`config.mk`:
```
export PLATFORM = sky130hd
export DESIGN_NAME = page_stack
export DESIGN_NICKNAME = d
export VERILOG_FILES = /design/src/rtl/pgstk_pkg.sv /design/src/rtl/pgstk_ctrl.sv /design/src/rtl/pgstk_entry.sv /design/src/rtl/pgstk_rdmux.sv /design/src/rtl/page_stack.sv
export SDC_FILE = /design/constraint.sdc
export NUM_CORES = 1
export LEC_CHECK = 0
export BUFFER_PORTS_ARGS = -buffer_cell sky130_fd_sc_hd__buf_2
export CELL_PAD_IN_SITES_DETAIL_PLACEMENT = 0
export CELL_PAD_IN_SITES_GLOBAL_PLACEMENT = 2
export CORE_MARGIN = 4
export CORE_UTILIZATION = 36
export DETAILED_ROUTE_END_ITERATION = 8
export GPL_ROUTABILITY_DRIVEN = 0
export GPL_TIMING_DRIVEN = 0
export PLACE_DENSITY = 0.9
export SLEW_MARGIN = 20
export SYNTH_ARGS = -nofsm -noshare
export SYNTH_HDL_FRONTEND = slang
export SYNTH_HIERARCHICAL = 1
export SYNTH_SLANG_ARGS = --single-unit
```
`constraint.sdc`:
```
create_clock -name clk -period 2.7 [get_ports clk]
set_clock_uncertainty 0.05 [all_clocks]
set_input_delay 0.135 -clock clk [delete_from_list [all_inputs] [get_ports clk]]
set_output_delay 0.135 -clock clk [all_outputs]
set_load 0.05 [all_outputs]
```
`src/rtl/pgstk_pkg.sv`:
```
// Package: shared types for the page stack.
// Assumes: one operation per cycle is chosen by the control decoder.
package pgstk_pkg;
    typedef enum logic [1:0] {
        OP_IDLE = 2'd0,
        OP_PUSH = 2'd1,
        OP_POP  = 2'd2
    } stk_op_e;
endpackage

```
`src/rtl/pgstk_ctrl.sv`:
```
// Module: pgstk_ctrl
// Decodes the interrupt strobes and the enable bit into one stack operation.
// Assumes: entry outranks return when both strobes are set.
module pgstk_ctrl
    import pgstk_pkg::*;
(
    input  logic    stk_en,
    input  logic    irq_enter,
    input  logic    irq_return,
    output stk_op_e op
);
    // Pick the operation for this cycle.
    always_comb begin
        op = OP_IDLE;
        if (stk_en) begin
            if (irq_enter)       op = OP_PUSH;
            else if (irq_return) op = OP_POP;
        end
    end
endmodule

```
`src/rtl/pgstk_entry.sv`:
```
// Module: pgstk_entry
// One stack level. Push loads from the level above, pop from the level below;
// otherwise a software write may load it.
// Assumes: the parent ties "above" of the top level to the incoming page and
// "below" of the bottom level to the level's own value.
module pgstk_entry
    import pgstk_pkg::*;
#(
    parameter int PAGE_W = 8
) (
    input  logic              clk,
    input  logic              rst_n,
    input  stk_op_e           op,
    input  logic              sw_wr,
    input  logic [PAGE_W-1:0] sw_wdata,
    input  logic [PAGE_W-1:0] above_q,
    input  logic [PAGE_W-1:0] below_q,
    output logic [PAGE_W-1:0] q
);
    // Level register with interrupt events ahead of software writes.
    always_ff @(posedge clk) begin
        if (!rst_n) begin
            q <= '0;
        end else begin
            case (op)
                OP_PUSH: q <= above_q;
                OP_POP:  q <= below_q;
                default: if (sw_wr) q <= sw_wdata;
            endcase
        end
    end
endmodule

```
`src/rtl/pgstk_rdmux.sv`:
```
// Module: pgstk_rdmux
// Software read selector over all levels; unused select codes read zero.
// Assumes: level 0 is the top.
module pgstk_rdmux #(
    parameter int PAGE_W = 8,
    parameter int DEPTH  = 3,
    parameter int SEL_W  = 2
) (
    input  logic [DEPTH-1:0][PAGE_W-1:0] stk,
    input  logic [SEL_W-1:0]             sel,
    output logic [PAGE_W-1:0]            rdata
);
    // Select the addressed level.
    always_comb begin
        rdata = '0;
        for (int i = 0; i < DEPTH; i++) begin
            if (sel == SEL_W'(i)) rdata = stk[i];
        end
    end
endmodule

```
`src/rtl/page_stack.sv`:
```
// Module: page_stack
// Hardware stack of register page selectors, pushed on interrupt entry and
// popped on interrupt return; every level is software readable and writable.
// Assumes: strobes are single-cycle; level 0 drives the active page.
module page_stack
    import pgstk_pkg::*;
#(
    parameter int PAGE_W = 8,
    parameter int DEPTH  = 3,
    localparam int SEL_W = (DEPTH > 1) ? $clog2(DEPTH) : 1
) (
    input  logic              clk,
    input  logic              rst_n,
    input  logic              stk_en,
    input  logic              irq_enter,
    input  logic [PAGE_W-1:0] irq_page,
    input  logic              irq_return,
    input  logic [DEPTH-1:0]  sw_wr_en,
    input  logic [PAGE_W-1:0] sw_wdata,
    input  logic [SEL_W-1:0]  sw_rd_sel,
    output logic [PAGE_W-1:0] sw_rdata,
    output logic [PAGE_W-1:0] active_page
);
    stk_op_e                     op;
    logic [DEPTH-1:0][PAGE_W-1:0] stk_q;

    pgstk_ctrl ctrl_i (
        .stk_en     (stk_en),
        .irq_enter  (irq_enter),
        .irq_return (irq_return),
        .op         (op)
    );

    for (genvar g = 0; g < DEPTH; g++) begin : g_lvl
        logic [PAGE_W-1:0] above;
        logic [PAGE_W-1:0] below;
        if (g == 0) begin : g_top
            assign above = irq_page;
        end else begin : g_mid
            assign above = stk_q[g-1];
        end
        if (g == DEPTH-1) begin : g_bot
            assign below = stk_q[g];
        end else begin : g_up
            assign below = stk_q[g+1];
        end
        pgstk_entry #(.PAGE_W(PAGE_W)) entry_i (
            .clk      (clk),
            .rst_n    (rst_n),
            .op       (op),
            .sw_wr    (sw_wr_en[g]),
            .sw_wdata (sw_wdata),
            .above_q  (above),
            .below_q  (below),
            .q        (stk_q[g])
        );
    end

    pgstk_rdmux #(.PAGE_W(PAGE_W), .DEPTH(DEPTH), .SEL_W(SEL_W)) rd_i (
        .stk   (stk_q),
        .sel   (sw_rd_sel),
        .rdata (sw_rdata)
    );

    // The top level is the page seen by the register decoder.
    assign active_page = stk_q[0];
endmodule

```
# Yosys cells after proc, flatten, opt, wreduce, memory -nomap -nowiden
# Index checks and enable logic that the tools add are counted.
[totals] output_inout_bits=16 register_bits=24 inputBits=26 word_cells=25
[classes] n_bitwise=1 reduce_logical=5 mux=12 n_eq_ne=4
[ops] operator="2-to-1 mux 8 bit" n=6
[ops] operator="case mux 8 bit (2 select lines)" n=3
[ops] operator="2-to-1 mux 2 bit" n=3
[ops] operator="nonzero test 3 bit" n=2
[ops] operator="equality test 2 x 1 -> 1 bit (second input constant)" n=2
[ops] operator="equality test 2 bit (second input constant)" n=2
[ops] operator="zero test 2 bit" n=1
[ops] operator="AND reduction 2 bit" n=1
[ops] operator="nonzero test 2 bit" n=1
[ops] operator="NOT 1 bit" n=1

# Longest topological paths before layout
[logic_depth] word_depth=6 ltp_mapped=6

# By module
# The synthesis kept the hierarchy.
[by_module_without_submodules] mod="pgstk_entry" area_per_inst_um2=484.2 cells_each=41 n_inst=3
[by_module_without_submodules] mod="pgstk_rdmux" area_per_inst_um2=197.7 cells_each=20 n_inst=1
[by_module_without_submodules] mod="pgstk_ctrl" area_per_inst_um2=16.3 cells_each=2 n_inst=1

# Worst setup path before layout
# No wires, ideal clock.
[synth_timing] kind="register to output" from="register g_lvl[0].entry_i.q[1]" to="output sw_rdata[1]" arrival_time_ns=1.574 required_time_ns=2.515 setup_slack_ns=0.941 path_stages_with_launch=3 path_buffers=0 path_cell_list="dfxtp_1 > mux2i_1 > o2bb2ai_1"
[synth_via] elab_chain_len=3
[synth_lines] element="start: declaration" line_no="pgstk_entry.sv:18" rtl="output logic [PAGE_W-1:0] q"
[synth_lines] element="start signal: assignment" line_no="pgstk_entry.sv:26" rtl="OP_PUSH: q <= above_q;"
[synth_lines] element="start signal: assignment" line_no="pgstk_entry.sv:27" rtl="OP_POP: q <= below_q;"
[synth_lines] element="start signal: assignment" line_no="pgstk_entry.sv:28" rtl="default: if (sw_wr) q <= sw_wdata;"
[synth_lines] element="2-to-1 mux 8 bit (3 in series)" line_no="pgstk_rdmux.sv:17" rtl="if (sel == SEL_W'(i)) rdata = stk[i];"
[synth_lines] element="end: declaration" line_no="page_stack.sv:21" rtl="output logic [PAGE_W-1:0] sw_rdata,"
# Every way passes these cells.

# Worst setup path after layout
[layout_timing] from="input irq_enter" to="register g_lvl[0].entry_i.q[1]"
[layout_via] elab_chain_len=4
[layout_lines] element="start: declaration" line_no="page_stack.sv:15" rtl="input logic irq_enter,"
[layout_lines] element="2-to-1 mux 2 bit (*)" line_no="pgstk_ctrl.sv:16" rtl="if (irq_enter) op = OP_PUSH;"
[layout_lines] element="2-to-1 mux 2 bit (*)" line_no="pgstk_ctrl.sv:15" rtl="if (stk_en) begin"
[layout_lines] element="net op[1]" line_no="page_stack.sv:24" rtl="stk_op_e op;"
[layout_lines] element="equality test 2 bit / equality test 2 x 1 -> 1 bit (equally long branches)" line_no="pgstk_entry.sv:25" rtl="case (op)"
[layout_lines] element="case mux 8 bit (2 select lines) / nonzero test 3 bit (equally long branches)"
# Mark *: on every way through the listed nets, which the timed path passes. The rest lies on a longest branch.
# A chain may end at the register's enable or synchronous reset.

==> impl_metrics.yaml <==
cts:
  clock_latency_ns: 0.27
  clock-sinks: 24
  clkSlewWorstSetupHoldPaths_ns: 0.09
  cts_buffers: 3
  cts_root_buffer: "clkbuf_8"
  hold_buffers: 0
  cts_setup_buffers: 0
  cts.path.max_buffers: 2
  post_cts_resized: 0
  htreeDepth: 1
  cts_tree: "built"
die:
  boundaryPins: 42
  core_sq_um: 4410
  die_area_sq_um: 5780
  die_w_um: 76.0
  rows: 24
  die_height_um: 76.0
  initial_utilization: 0.378
power_and_ir_drop:
  power_switching_uw: 361
  powerDensity_nw_per_um2: 514
  p_leak_uw: 0.000860
  power_frac_clock: 0.247
  p_comb_frac: 0.338
  seq_power_share: 0.416
  p_int_uw: 659
  swShare: 0.354
  ir_drop_mv: 0.185
timing:
  drv_slew: 0
  rsz0062_at_grt: "false"
  hold_ws_ns: 0.169
  worst-slew-pin-transition_ns: 0.680
  setup_viol: 0
  slew_headroom: 0.545
  min_period_over_period: 0.607
  tns_ns: 0
  fin_crit_ns: 1.64
  fmax_ghz: 0.610
  finalHoldViolations: 0
routing:
  wl_per_cell_um: 21.6
  drc: 0
  ant_nets: 0
  drt_wl_total_um: 5180
  vias: 1496
  dr.pass1.iters: 4
  drt_iter0_drc: 155
  via_per_inst: 6.23
outcome:
  outcome: "complete, no violations"
finish:
  regMostFlops: "g_lvl.entry_i/q"
  n_fill_cell: 432
  finalNetCount: 221
  instances_no_fill: 240
  mostFrequentLayoutCell: "buf_2"
  num_antenna_cells: 0
  drive_above_1_share: 0.479
  stdcell_area_sq_um: 1980
  postLayoutCoreUtil: 0.449
  mostFrequentLayoutCells: "42 x buf_2, 24 x a221o_2, 24 x dfxtp_1"
  area_growth_syn_to_layout_pct: 18.9
  largest_register_ffs: 24
  top_regs: "g_lvl.entry_i/q (24)"
worst_hold_path:
  min_path_type: "primary input to register"
placed_design:
  dp_hpwl_um: 3590
  post_dp_cell_area_sq_um: 1930
  placed_cells: 236
  io_buffer_count: 39
yosys:
  syn_avg_cell_area_sq_um: 11.5
  synth.top_cell.area_share: 0.288
  yosysTopAreaCell: "dfxtp_1"
  ys.warnings.count: 6
  ys_seq_area_frac: 0.288
  ys_types: 17
  synth-seq-cells: 24
  postSynthCellCount: 145
  syn-num-nets: 177
  synth_area_sq_um: 1670
  yosys-top-cells-area: "dfxtp_1 29%, a221o_2 16%, a32o_1 13%"
critical_path:
  crit_chain: "buf_2 -> and3b_1 -> inv_1 -> ha_1 -> buf_6 -> nor4b_4 -> a32o_2"
  cp-start-kind: "primary input"
  crit_family: "simple AND/OR/NAND/NOR gates"
  endpoint_kind: "register"
  critPathBufInv: 3
  r2r_slack_ns: 1.54
  cpPeakStageDelay_ns: 0.64
  arrival_ns: 1.81
  crit_required_ns: 2.87
  cp_max_fo: 10
  cpMaxStageDelayCell: "nor4b_4"
  criticalPathCategory: "primary input to register"
grt:
  grt_pass1_wl_um: 8100
  antenna_found_initial: 0
  grt_start_max_net_pins: 14
  grt_remaining_overflow: 0
  grt.total_usage: 0.174
  grt_pass1_vias: 1547
flow_run:
  cap_violations: 0
metal layers:
layer / vias to the layer above / global-route usage / share of wire
met5: - / 0 / 0
met4: 0 / 0.0623 / 0.013
met3: 9 / 0.0272 / 0.067
met2: 74 / 0.306 / 0.52
met1: 724 / 0.213 / 0.40
li1: 689 / - / -
path summary, 6_finish.rpt:
kind         cells after the start                          startpoint                                  to
max                              7                           irq_enter  g_lvl[0].entry_i/q[1]$_SDFFE_PN0P_
max reg2reg                      2  g_lvl[2].entry_i/q[0]$_SDFFE_PN0P_  g_lvl[2].entry_i/q[0]$_SDFFE_PN0P_
min reg2reg                      1  g_lvl[2].entry_i/q[2]$_SDFFE_PN0P_  g_lvl[2].entry_i/q[2]$_SDFFE_PN0P_
min                              3                         sw_wdata[4]  g_lvl[0].entry_i/q[4]$_SDFFE_PN0P_
cell usage after synthesis:
library cell  number
buf_2              3
o2bb2ai_1          8
or2b_1             3
a32o_2             3
and2_2             1
inv_1              6
mux2i_1            8
nand2b_1          21
ha_1               6
dfxtp_1           24
and3b_1            1
a221o_2           24
o31a_4             3
nor2b_4            1
buf_6              9
a32o_1            21
nor4b_4            3
tightest hold or removal path, cell delays in order:
cell and delay [ns]:
buf_2 0.09, nand2b_1 0.09, a32o_1 0.15
power by group through the flow:
stage / clock, uW / sequential, uW / combinational (uW)
floorplan: 0 / 463 / 214
global placement: 0 / 429 / 336
detailed placement: 0 / 432 / 345
CTS: 253 / 423 / 346
global route: 268 / 428 / 367
finish: 252 / 424 / 344
stage by stage:
stage	total power, uW	worst slack (ns)
floorplan	677	0.941
finish	1020	1.06
global placement	765	0.794
CTS	1020	1.04
global route	1060	0.953
detailed placement	777	0.753
area by class of cell:
class | count | area, sq um | area share
Buffer | 12 | 116 | 0.0587
Multi-Input combinational cell | 103 | 1050 | 0.528
Clock buffer | 4 | 55.1 | 0.0278
Inverter | 6 | 22.5 | 0.0114
Sequential cell | 24 | 480 | 0.242
Timing Repair Buffer | 39 | 195 | 0.0985
Tap cell | 52 | 65.1 | 0.0328
cell families (layout without fill, tap and decap cells):
kind of cell / Yosys count / after routing / synth area share
fa+ha+maj: 6 / 6 / 0.0450
mux: 8 / 8 / 0.0480
compound gates: 59 / 59 / 0.382
buf+inv: 18 / 61 / 0.0833
flops: 24 / 24 / 0.288
simple gates: 30 / 30 / 0.153
No activity file was read; power rests on OpenSTA's default activity.
